--- src/rtl/alu_shift_pkg.sv ---
package alu_shift_pkg;

  typedef enum logic [2:0] {
    FN_DEC_OR_PASS = 3'b000,
    FN_ADD         = 3'b001,
    FN_SUB         = 3'b010,
    FN_PASS_OR_INC = 3'b011,
    FN_NOT_A       = 3'b100,
    FN_XOR         = 3'b101,
    FN_AND         = 3'b110,
    FN_OR          = 3'b111
  } fn_code_e;

  typedef enum logic [2:0] {
    SH_NONE   = 3'b000,
    SH_LEFT   = 3'b001,
    SH_RIGHT  = 3'b010,
    SH_ROT_L  = 3'b011,
    SH_ZEROS  = 3'b100,
    SH_ONES   = 3'b101,
    SH_ROT_R  = 3'b110,
    SH_ZEROS2 = 3'b111
  } sh_code_e;

endpackage

--- src/rtl/alu_arith.sv ---
module alu_arith #(
  parameter int W = 3
) (
  input  logic [W-1:0] a,
  input  logic [W-1:0] b,
  input  logic [1:0]   b_mode,
  input  logic         cin,
  output logic [W-1:0] sum,
  output logic         carry
);
  localparam int SW = W + 1;

  logic [W-1:0]  b_eff;
  logic [SW-1:0] full;

  // Second adder input: all ones, B, inverted B, or zero
  always_comb begin
    case (b_mode)
      2'b00:   b_eff = '1;
      2'b01:   b_eff = b;
      2'b10:   b_eff = ~b;
      default: b_eff = '0;
    endcase
  end

  assign full  = {1'b0, a} + {1'b0, b_eff} + {{W{1'b0}}, cin};
  assign sum   = full[W-1:0];
  assign carry = full[W];
endmodule

--- src/rtl/alu_logic.sv ---
module alu_logic #(
  parameter int W = 3
) (
  input  logic [W-1:0] a,
  input  logic [W-1:0] b,
  input  logic [1:0]   op,
  output logic [W-1:0] res
);
  // One bit slice per operand bit
  for (genvar i = 0; i < W; i++) begin : g_slice
    always_comb begin
      case (op)
        2'b00:   res[i] = ~a[i];
        2'b01:   res[i] = a[i] ^ b[i];
        2'b10:   res[i] = a[i] & b[i];
        default: res[i] = a[i] | b[i];
      endcase
    end
  end
endmodule

--- src/rtl/alu_post_shift.sv ---
module alu_post_shift
  import alu_shift_pkg::*;
#(
  parameter int W = 3
) (
  input  logic [W-1:0] din,
  input  logic         cin,
  input  logic [2:0]   sel,
  output logic [W-1:0] dout,
  output logic         cout
);
  always_comb begin
    dout = din;
    cout = cin;
    case (sel)
      SH_NONE:  dout = din;
      SH_LEFT:  dout = {din[W-2:0], 1'b0};
      SH_RIGHT: dout = {1'b0, din[W-1:1]};
      SH_ROT_L: begin
        dout = {din[W-2:0], cin};
        cout = din[W-1];
      end
      SH_ROT_R: begin
        dout = {cin, din[W-1:1]};
        cout = din[0];
      end
      SH_ONES:  dout = '1;
      default:  dout = '0;
    endcase
  end
endmodule

--- src/rtl/alu_shift_unit.sv ---
module alu_shift_unit #(
  parameter int W = 3
) (
  input  logic [W-1:0] a,
  input  logic [W-1:0] b,
  input  logic [2:0]   fn_sel,
  input  logic         cin,
  input  logic [2:0]   sh_sel,
  output logic [W-1:0] y,
  output logic         cout,
  output logic         zero
);
  logic [W-1:0] arith_res;
  logic         arith_c;
  logic [W-1:0] logic_res;
  logic [W-1:0] alu_res;
  logic         alu_c;

  alu_arith #(.W(W)) u_arith (
    .a(a), .b(b), .b_mode(fn_sel[1:0]), .cin(cin),
    .sum(arith_res), .carry(arith_c)
  );

  alu_logic #(.W(W)) u_logic (
    .a(a), .b(b), .op(fn_sel[1:0]), .res(logic_res)
  );

  always_comb begin
    if (fn_sel[2]) begin
      alu_res = logic_res;
      alu_c   = 1'b0;
    end else begin
      alu_res = arith_res;
      alu_c   = arith_c;
    end
  end

  alu_post_shift #(.W(W)) u_shift (
    .din(alu_res), .cin(alu_c), .sel(sh_sel),
    .dout(y), .cout(cout)
  );

  assign zero = (y == '0);
endmodule

--- config.mk ---
export PLATFORM = sky130hd
export DESIGN_NAME = alu_shift_unit
export DESIGN_NICKNAME = d
export VERILOG_FILES = /design/src/rtl/alu_shift_pkg.sv /design/src/rtl/alu_arith.sv /design/src/rtl/alu_logic.sv /design/src/rtl/alu_post_shift.sv /design/src/rtl/alu_shift_unit.sv
export SDC_FILE = /design/constraint.sdc
export NUM_CORES = 1
export LEC_CHECK = 0
export BUFFER_PORTS_ARGS = -buffer_cell sky130_fd_sc_hd__buf_2
export CORE_MARGIN = 2
export CORE_UTILIZATION = 40
export DETAILED_ROUTE_END_ITERATION = 7
export GPL_TIMING_DRIVEN = 1
export PLACE_DENSITY_LB_ADDON = 0.08
export SLEW_MARGIN = 5
export SYNTH_ARGS = -nofsm -noshare
export SYNTH_HDL_FRONTEND = slang
export SYNTH_HIERARCHICAL = 1
export SYNTH_SLANG_ARGS = --single-unit
--- constraint.sdc ---
create_clock -name vclk -period 3.05
set_input_delay 0.305 -clock vclk [all_inputs]
set_output_delay 0.305 -clock vclk [all_outputs]
set_load 0.01 [all_outputs]
==> results.yml, run 1 <==
yosys:
  synthSimpleGateAreaFrac_pct: 15.28
  synth_cell_type_count: 26
  ys_warn_count: 6
  synthCells: 60
  synth_compound_area_share_pct: 13.89
  synth_area_um2: 540.5
  synth.mux.area_fraction_pct: 29.40
  yosysSeqAreaShare_pct: 0
  syn_avg_cell_area_um2: 9.009
  yosys.area_share.xor_xnor_pct: 1.620
  syn_nets: 83
  synthAdderAreaFrac_pct: 25.93
  synth_top_family_by_area: "multiplexers"
place:
  port_buffers: 18
  gp_congestion: 0.6258
  dp_slack_ns: 0.1012
  dp.final_hpwl_um: 940.8
  dp.cells: 93
power_and_ir_drop:
  p_leak_nw: 0.3480
  design_power_total_mw: 0.1103
  vdd.ir_drop.worst_uv: 62.64
  power_density_nw_per_um2: 171.3
critical_path:
  startpoint: "b[0]"
  critical_path_buf_inv_count: 3
  cp.required_ns: 2.74
  critPathKind: "primary input to output pin"
  start_kind: "primary input"
  crit_chain: "buf_2 > mux2_4 > fa_2 > inv_1 > fa_1 > mux2_2 > nand2b_4 > o21ai_2 > mux2_2 > nor3_1 > buf_2"
  critical-path-top-delay-family: "multiplexers"
  slowest_stage: "fa_1"
  cp_max_fo: 3
  arrival_ns: 2.56
  max_stage_delay_ns: 0.39
  end_kind: "output pin"
floorplan:
  fp.dieH_um: 40.76
  core_area_um2: 1285
  num_rows: 13
  ioPinCount: 18
  initial_core_util_pct: 42.06
  die_area_um2: 1661
  fp.dieW_um: 40.76
clock_network:
  post-cts-setup-buffer-count: 0
  post_cts_resized: 0
  hold_buffers: 0
worst_hold_path:
  hp-start: "sh_sel[0]"
  hp-class: "primary input to output pin"
detailed_routing:
  wire_per_inst_um: 11.15
  drt_wl_total_mm: 1.037
  drt_iter0_drc: 8
  vias: 476
  drt_pre_antenna_iters: 4
  drcViolationCount: 0
  ant_nets: 0
  viasPerCell: 5.118
timing:
  hold_viol: 0
  period_minus_slack_ns: 2.869
  setup_ws_ns: 0.1814
  setup_tns_ns: 0
  rsz0062_at_grt: "no"
  fmax_mhz: 348.6
  finalCritPeriodShare_pct: 94.05
  setup_viol: 0
  drv_slew: 0
  max-slew-margin-rel_pct: 81.16
  worstMarginPinSlew_ns: 0.2747
grt:
  grt_pass1_vias: 380
  grt_max_degree: 12
  grt_overflow: 0
  grt_pass1_wl_mm: 1.614
  grt.total_usage_pct: 14.09
  antenna_found_initial: 0
final_layout:
  seq_area_um2: 0
  clkbuf_count: 0
  design.seq.count: 0
  diodes: 0
  nNetsFinal: 103
  syn_to_final_growth_pct: 19.21
  final_cell_mix: "18 x buf_2, 14 x inv_1, 8 x ha_1"
  final_common_cell: "buf_2"
  fin_cells: 93
  drive_gt1_share_pct: 38.46
run_status:
  outcome: "finished, final reports clean"
run:
  maxCapViolations: 0
-- worst paths after layout --
check,to,slack (ns),depth (start not counted)
max,zero,0.18,11
min,y[2],1.0,3
-- cell families after synthesis --
kind of cell | count (synthesis)
xor+xnor | 1
compound gates | 11
buf+inv | 16
simple gates | 12
fa+ha+maj | 10
mux | 10
-- area by class of cell --
cell class / count / area, um2
multi-input cells: 44 / 467.9
repair buffers: 20 / 105.1
well taps: 15 / 18.77
inverters: 14 / 52.55
fillers: 136 / 640.6
-- Yosys cell counts --
cell | instances | area, um2
nor2b_1 | 1 | 6.260
mux2_2 | 4 | 45.04
or2b_1 | 1 | 7.510
and2b_2 | 1 | 8.760
a31oi_1 | 3 | 18.77
nand3b_1 | 1 | 7.510
mux4_1 | 3 | 78.83
o21ai_2 | 1 | 8.760
a211oi_1 | 1 | 7.510
mux2_4 | 1 | 15.01
mux2i_1 | 2 | 20.02
o21ai_1 | 2 | 10.01
o221a_2 | 1 | 11.26
inv_1 | 14 | 52.55
fa_1 | 2 | 40.04
a21oi_1 | 1 | 5.000
nand2b_4 | 1 | 13.76
nor2_1 | 1 | 3.750
a311oi_1 | 1 | 8.760
ha_1 | 8 | 100.1
o21ai_0 | 1 | 5.000
nor3_1 | 1 | 5.000
nand2_1 | 2 | 7.510
xor2_1 | 1 | 8.760
nor3b_1 | 3 | 22.52
buf_6 | 2 | 22.52
-- per-stage QoR --
stage                     cell area, um2  hold WS [ns]  util, %
after floorplan                    540.5        0.7262        -
after global placement             641.9         1.001    49.95
after detailed placement           641.9        0.9975    49.95
after CTS                          641.9        0.9975    49.95
after global routing               644.4         1.031    50.15
final                              644.4        0.9957    50.15
-- metal layers --
metal / global-route usage, % / vias up / part of all wire [%]
met2: 25.00 / 7 / 51
met5: 0 / - / 0
met4: 0 / 0 / 0
li1: - / 248 / -
met1: 20.20 / 221 / 47
met3: 0 / 0 / 2.2
-- where the power goes --
group	total [mW]	switching, mW	internal (mW)
Combinational	0.110	0.0542	0.0562
Sequential	0	0	0
Clock	0	0	0
Total	0.110	0.0542	0.0562
Power figures use the tool's default switching activity.
==> run 2: changes to the inputs <==
--- a/config.mk
+++ b/config.mk
@@ -6,7 +6,6 @@
 export NUM_CORES = 1
 export LEC_CHECK = 0
 export BUFFER_PORTS_ARGS = -buffer_cell sky130_fd_sc_hd__buf_2
-export CORE_MARGIN = 2
 export CORE_UTILIZATION = 40
 export DETAILED_ROUTE_END_ITERATION = 7
 export GPL_TIMING_DRIVEN = 1
==> run 2 against run 1 <==
Count of clock-buffer cells in the layout stayed put; global-route usage is 0.24 points higher; hold slack better by 0.0088 ns; critical endpoint unchanged; cell area is 0.58% lower; flip-flop and latch count stayed put; setup slack worse by 0.052 ns; final cell count is 1.1% lower; die area is 9.6% lower; via count is 2.9% higher; core utilization is 3.9 points higher; wire length is 4.6% lower; maximum frequency is 1.8% lower; critical path type unchanged.
==> results.yml, run 2 (same netlist as run 1, synthesis figures left out) <==
timing:
  hold_viol: 0
  setup_viol: 0
  finalCritPeriodShare_pct: 95.75
  max-slew-margin-rel_pct: 80.87
  rsz0062_at_grt: "no"
  setup_tns_ns: 0
  fmax_mhz: 342.4
  drv_slew: 0
  period_minus_slack_ns: 2.920
  worstMarginPinSlew_ns: 0.2790
place:
  gp_congestion: 0.6695
  dp.final_hpwl_um: 881.5
  port_buffers: 18
  place_area_um2: 640.6
power_and_ir_drop:
  p_leak_nw: 0.3488
  power_density_nw_per_um2: 171.7
  vdd.ir_drop.worst_uv: 73.23
final_layout:
  syn_to_final_growth_pct: 18.52
  final_cell_mix: "18 x buf_2, 14 x inv_1, 8 x ha_1"
  design_area_um2: 640.6
  final_common_cell: "buf_2"
  drive_gt1_share_pct: 37.18
  seq_area_um2: 0
  diodes: 0
  nNetsFinal: 103
  design.seq.count: 0
  final_core_util_pct: 54.01
  clkbuf_count: 0
critical_path:
  arrival_ns: 2.62
  crit_chain: "buf_2 > mux2_4 > fa_1 > inv_1 > fa_1 > mux2_2 > nand2b_4 > o21ai_2 > mux2_2 > nor3_1 > buf_2"
  cp_max_fo: 3
  cp.required_ns: 2.74
  max_stage_delay_ns: 0.40
  slowest_stage: "fa_1"
  end_kind: "output pin"
  critPathKind: "primary input to output pin"
  start_kind: "primary input"
grt:
  antenna_found_initial: 0
  grt.total_usage_pct: 14.34
  grt_pass1_vias: 389
  grt_max_degree: 12
  grt_overflow: 0
  grt_pass1_wl_mm: 1.580
run_status:
  outcome: "finished, final reports clean"
floorplan:
  fp.dieW_um: 38.76
  ioPinCount: 18
  initial_core_util_pct: 45.57
  num_rows: 12
  fp.dieH_um: 38.76
  core_area_um2: 1186
  die_area_um2: 1502
detailed_routing:
  viasPerCell: 5.326
  drcViolationCount: 0
  ant_nets: 0
  vias: 490
  drt_wl_total_um: 989
  drt_iter0_drc: 1
  drt_pre_antenna_iters: 4
  wire_per_inst_um: 10.75
clock_network:
  post_cts_resized: 0
  post-cts-setup-buffer-count: 0
  hold_buffers: 0
run:
  maxCapViolations: 0
worst_hold_path:
  hp-class: "primary input to output pin"
==> run 2: cell count changes in the layout (fill, tap and decap cells not counted) <==
cell,delta
fa_1,+1
fa_2,-1
==> run 2: per-stage QoR <==
stage	hold slack [ns]	worst slack (ns)	total power [mW]	cells
CTS	1.006	0.1203	0.1111	92
finish	1.005	0.1296	0.1100	92
global route	1.030	0.04522	0.1223	92
global placement	1.002	0.1651	0.1081	92
floorplan	0.7262	0.2917	0.07681	60
detailed placement	1.005	0.1223	0.1106	92
==> run 2: worst paths after layout <==
path / depth (start not counted) / endpoint / startpoint
worst min-delay path: 3 / y[0] / sh_sel[0]
worst max-delay path: 11 / zero / b[0]
==> run 2: layer usage <==
metal	GRT usage [%]	share of wire (%)
met4	0	0
met3	0	2.8
met5	0	0
met1	22.22	52
met2	23.33	45
==> run 2: critical path: cells and delay by family <==
kind,cells,cell delay [ns]
AO/OA/AOI/OAI,1,0.04
adder cells (fa/ha/maj),2,0.79
buffers and inverters,3,0.35
multiplexers,3,0.86
AND/OR/NAND/NOR,2,0.26
==> run 2: where the power goes <==
group	switching, mW	internal, mW
clock	0	0
sequential	0	0
combinational	0.0542	0.0558
total	0.0542	0.0558
==> run 2: final cells by class <==
cell class	instances	area (um2)
Fill cell	123	545.5
Timing Repair Buffer	20	105.1
Inverter	14	52.55
Multi-Input combinational cell	44	465.4
Tap cell	14	17.52
==> run 3: changes to the inputs <==
--- a/config.mk
+++ b/config.mk
@@ -9,7 +9,7 @@
 export CORE_UTILIZATION = 40
 export DETAILED_ROUTE_END_ITERATION = 7
 export GPL_TIMING_DRIVEN = 1
-export PLACE_DENSITY_LB_ADDON = 0.08
+export PLACE_DENSITY_LB_ADDON = 0.05
 export SLEW_MARGIN = 5
 export SYNTH_ARGS = -nofsm -noshare
 export SYNTH_HDL_FRONTEND = slang
==> constraint.sdc (replaced) <==
create_clock -name vclk -period 3.25
set_input_delay 0.325 -clock vclk [all_inputs]
set_output_delay 0.325 -clock vclk [all_outputs]
set_load 0.01 [all_outputs]
==> run 3 against run 2 <==
Total power down 7.7%; critical endpoint unchanged; count of clock-buffer cells in the layout unchanged; combinational power down 7%; critical path type unchanged; highest routed layer unchanged.
==> results.yml, run 3 (same netlist as run 1, synthesis figures left out) <==
final_layout:
  syn_to_final_growth_pct: 15.74
  n_fill_cell: 116
  drive_gt1_share_pct: 35.53
  clkbuf_count: 0
  fin_cells: 90
  seq_area_um2: 0
  final_cell_mix: "18 x buf_2, 14 x inv_1, 8 x ha_1"
  final_common_cell: "buf_2"
  diodes: 0
  design_area_um2: 625.6
  nNetsFinal: 101
  design.seq.count: 0
power_and_ir_drop:
  power.net_switching_mw: 0.05070
  p_comb_share_pct: 100.0
  seq_power_share_pct: 0
  p_leak_nw: 0.3392
  vdd.ir_drop.worst_uv: 88.45
  netSwitchingFraction_pct: 49.93
  p_int_mw: 0.05084
  power_density_nw_per_um2: 162.3
  clock_power_share_pct: 0
place:
  place_area_um2: 625.6
  gp_congestion: 0.6816
  port_buffers: 18
  dp.final_hpwl_um: 850.6
  dp.cells: 90
run:
  maxCapViolations: 0
run_status:
  outcome: "finished, final reports clean"
detailed_routing:
  drt_wl_total_um: 984
  ant_nets: 0
  wire_per_inst_um: 10.93
  drt_iter0_drc: 8
  drcViolationCount: 0
  vias: 476
  drt_pre_antenna_iters: 4
  viasPerCell: 5.289
critical_path:
  critPathKind: "primary input to output pin"
  cp.required_ns: 2.92
  arrival_ns: 2.64
  start_kind: "primary input"
  cp_max_fo: 6
  end_kind: "output pin"
worst_hold_path:
  hold_path_depth: 3
  hp-class: "primary input to output pin"
floorplan:
  ioPinCount: 18
  die_area_um2: 1502
  initial_core_util_pct: 45.57
  num_rows: 12
  fp.dieH_um: 38.76
  core_area_um2: 1186
  fp.dieW_um: 38.76
timing:
  hold_slack_ns: 1.056
  period_minus_slack_ns: 2.965
  worstMarginPinSlew_ns: 0.2680
  setup_viol: 0
  finalCritPeriodShare_pct: 91.22
  rsz0062_at_grt: "no"
  hold_viol: 0
  setup_tns_ns: 0
  max-slew-margin-rel_pct: 81.62
  fmax_mhz: 337.3
  drv_slew: 0
clock_network:
  post_cts_resized: 0
  hold_buffers: 0
  post-cts-setup-buffer-count: 0
grt:
  grt_overflow: 0
  grt_pass1_vias: 389
  grt.total_usage_pct: 15.38
  grt_pass1_wl_mm: 1.711
  grt_max_degree: 12
  antenna_found_initial: 0
-- run 3: cell count changes in the layout (fill, tap and decap cells not counted), sizes merged --
| cell | change |
|---|---|
| buf | -2 |
-- run 3: layout make-up --
class / count / area, um2 / share of cell area, %
multi-input cells: 44 / 465.4 / 74.40
well taps: 14 / 17.52 / 2.800
inverters: 14 / 52.55 / 8.400
repair buffers: 18 / 90.09 / 14.40
-- run 3: path summary, 6_finish.rpt --
check       from   end  slack (ns)
max    fn_sel[0]  zero        0.29
min    sh_sel[0]  y[2]        1.06
-- run 3: worst max-delay path, cell delays in order --
cell	delay, ns
buf_2	0.14
mux2_4	0.28
fa_1	0.38
inv_1	0.08
fa_1	0.40
mux2_2	0.31
nand2b_4	0.08
o21ai_2	0.05
mux2_2	0.26
nor3_1	0.17
buf_2	0.15
-- run 3: routing by layer --
layer / vias up / global-route usage [%] / routed length, um / share of wire [%]
met3: 0 / 0 / 30 / 3.0
li1: 246 / - / - / -
met2: 15 / 23.75 / 447 / 45
met1: 215 / 24.83 / 506 / 51
met5: - / 0 / 0 / 0
met4: 0 / 0 / 0 / 0
-- run 3: power by group through the flow --
stage	Combinational [mW]	Sequential, mW	Clock, mW
2_1_floorplan	0.0721	0	0
3_3_place_gp	0.100	0	0
4_1_cts	0.102	0	0
6_report	0.102	0	0
5_1_grt	0.115	0	0
3_5_place_dp	0.102	0	0
-- run 3: through the flow --
| step | setup slack, ns | util, % | total power [mW] |
|---|---|---|---|
| floorplan | 0.4517 | - | 0.07208 |
| global placement | 0.3004 | 52.74 | 0.1003 |
| detailed placement | 0.2705 | 52.74 | 0.1020 |
| CTS | 0.2649 | 52.74 | 0.1023 |
| global route | 0.1434 | 52.74 | 0.1150 |
| finish | 0.2854 | 52.74 | 0.1015 |
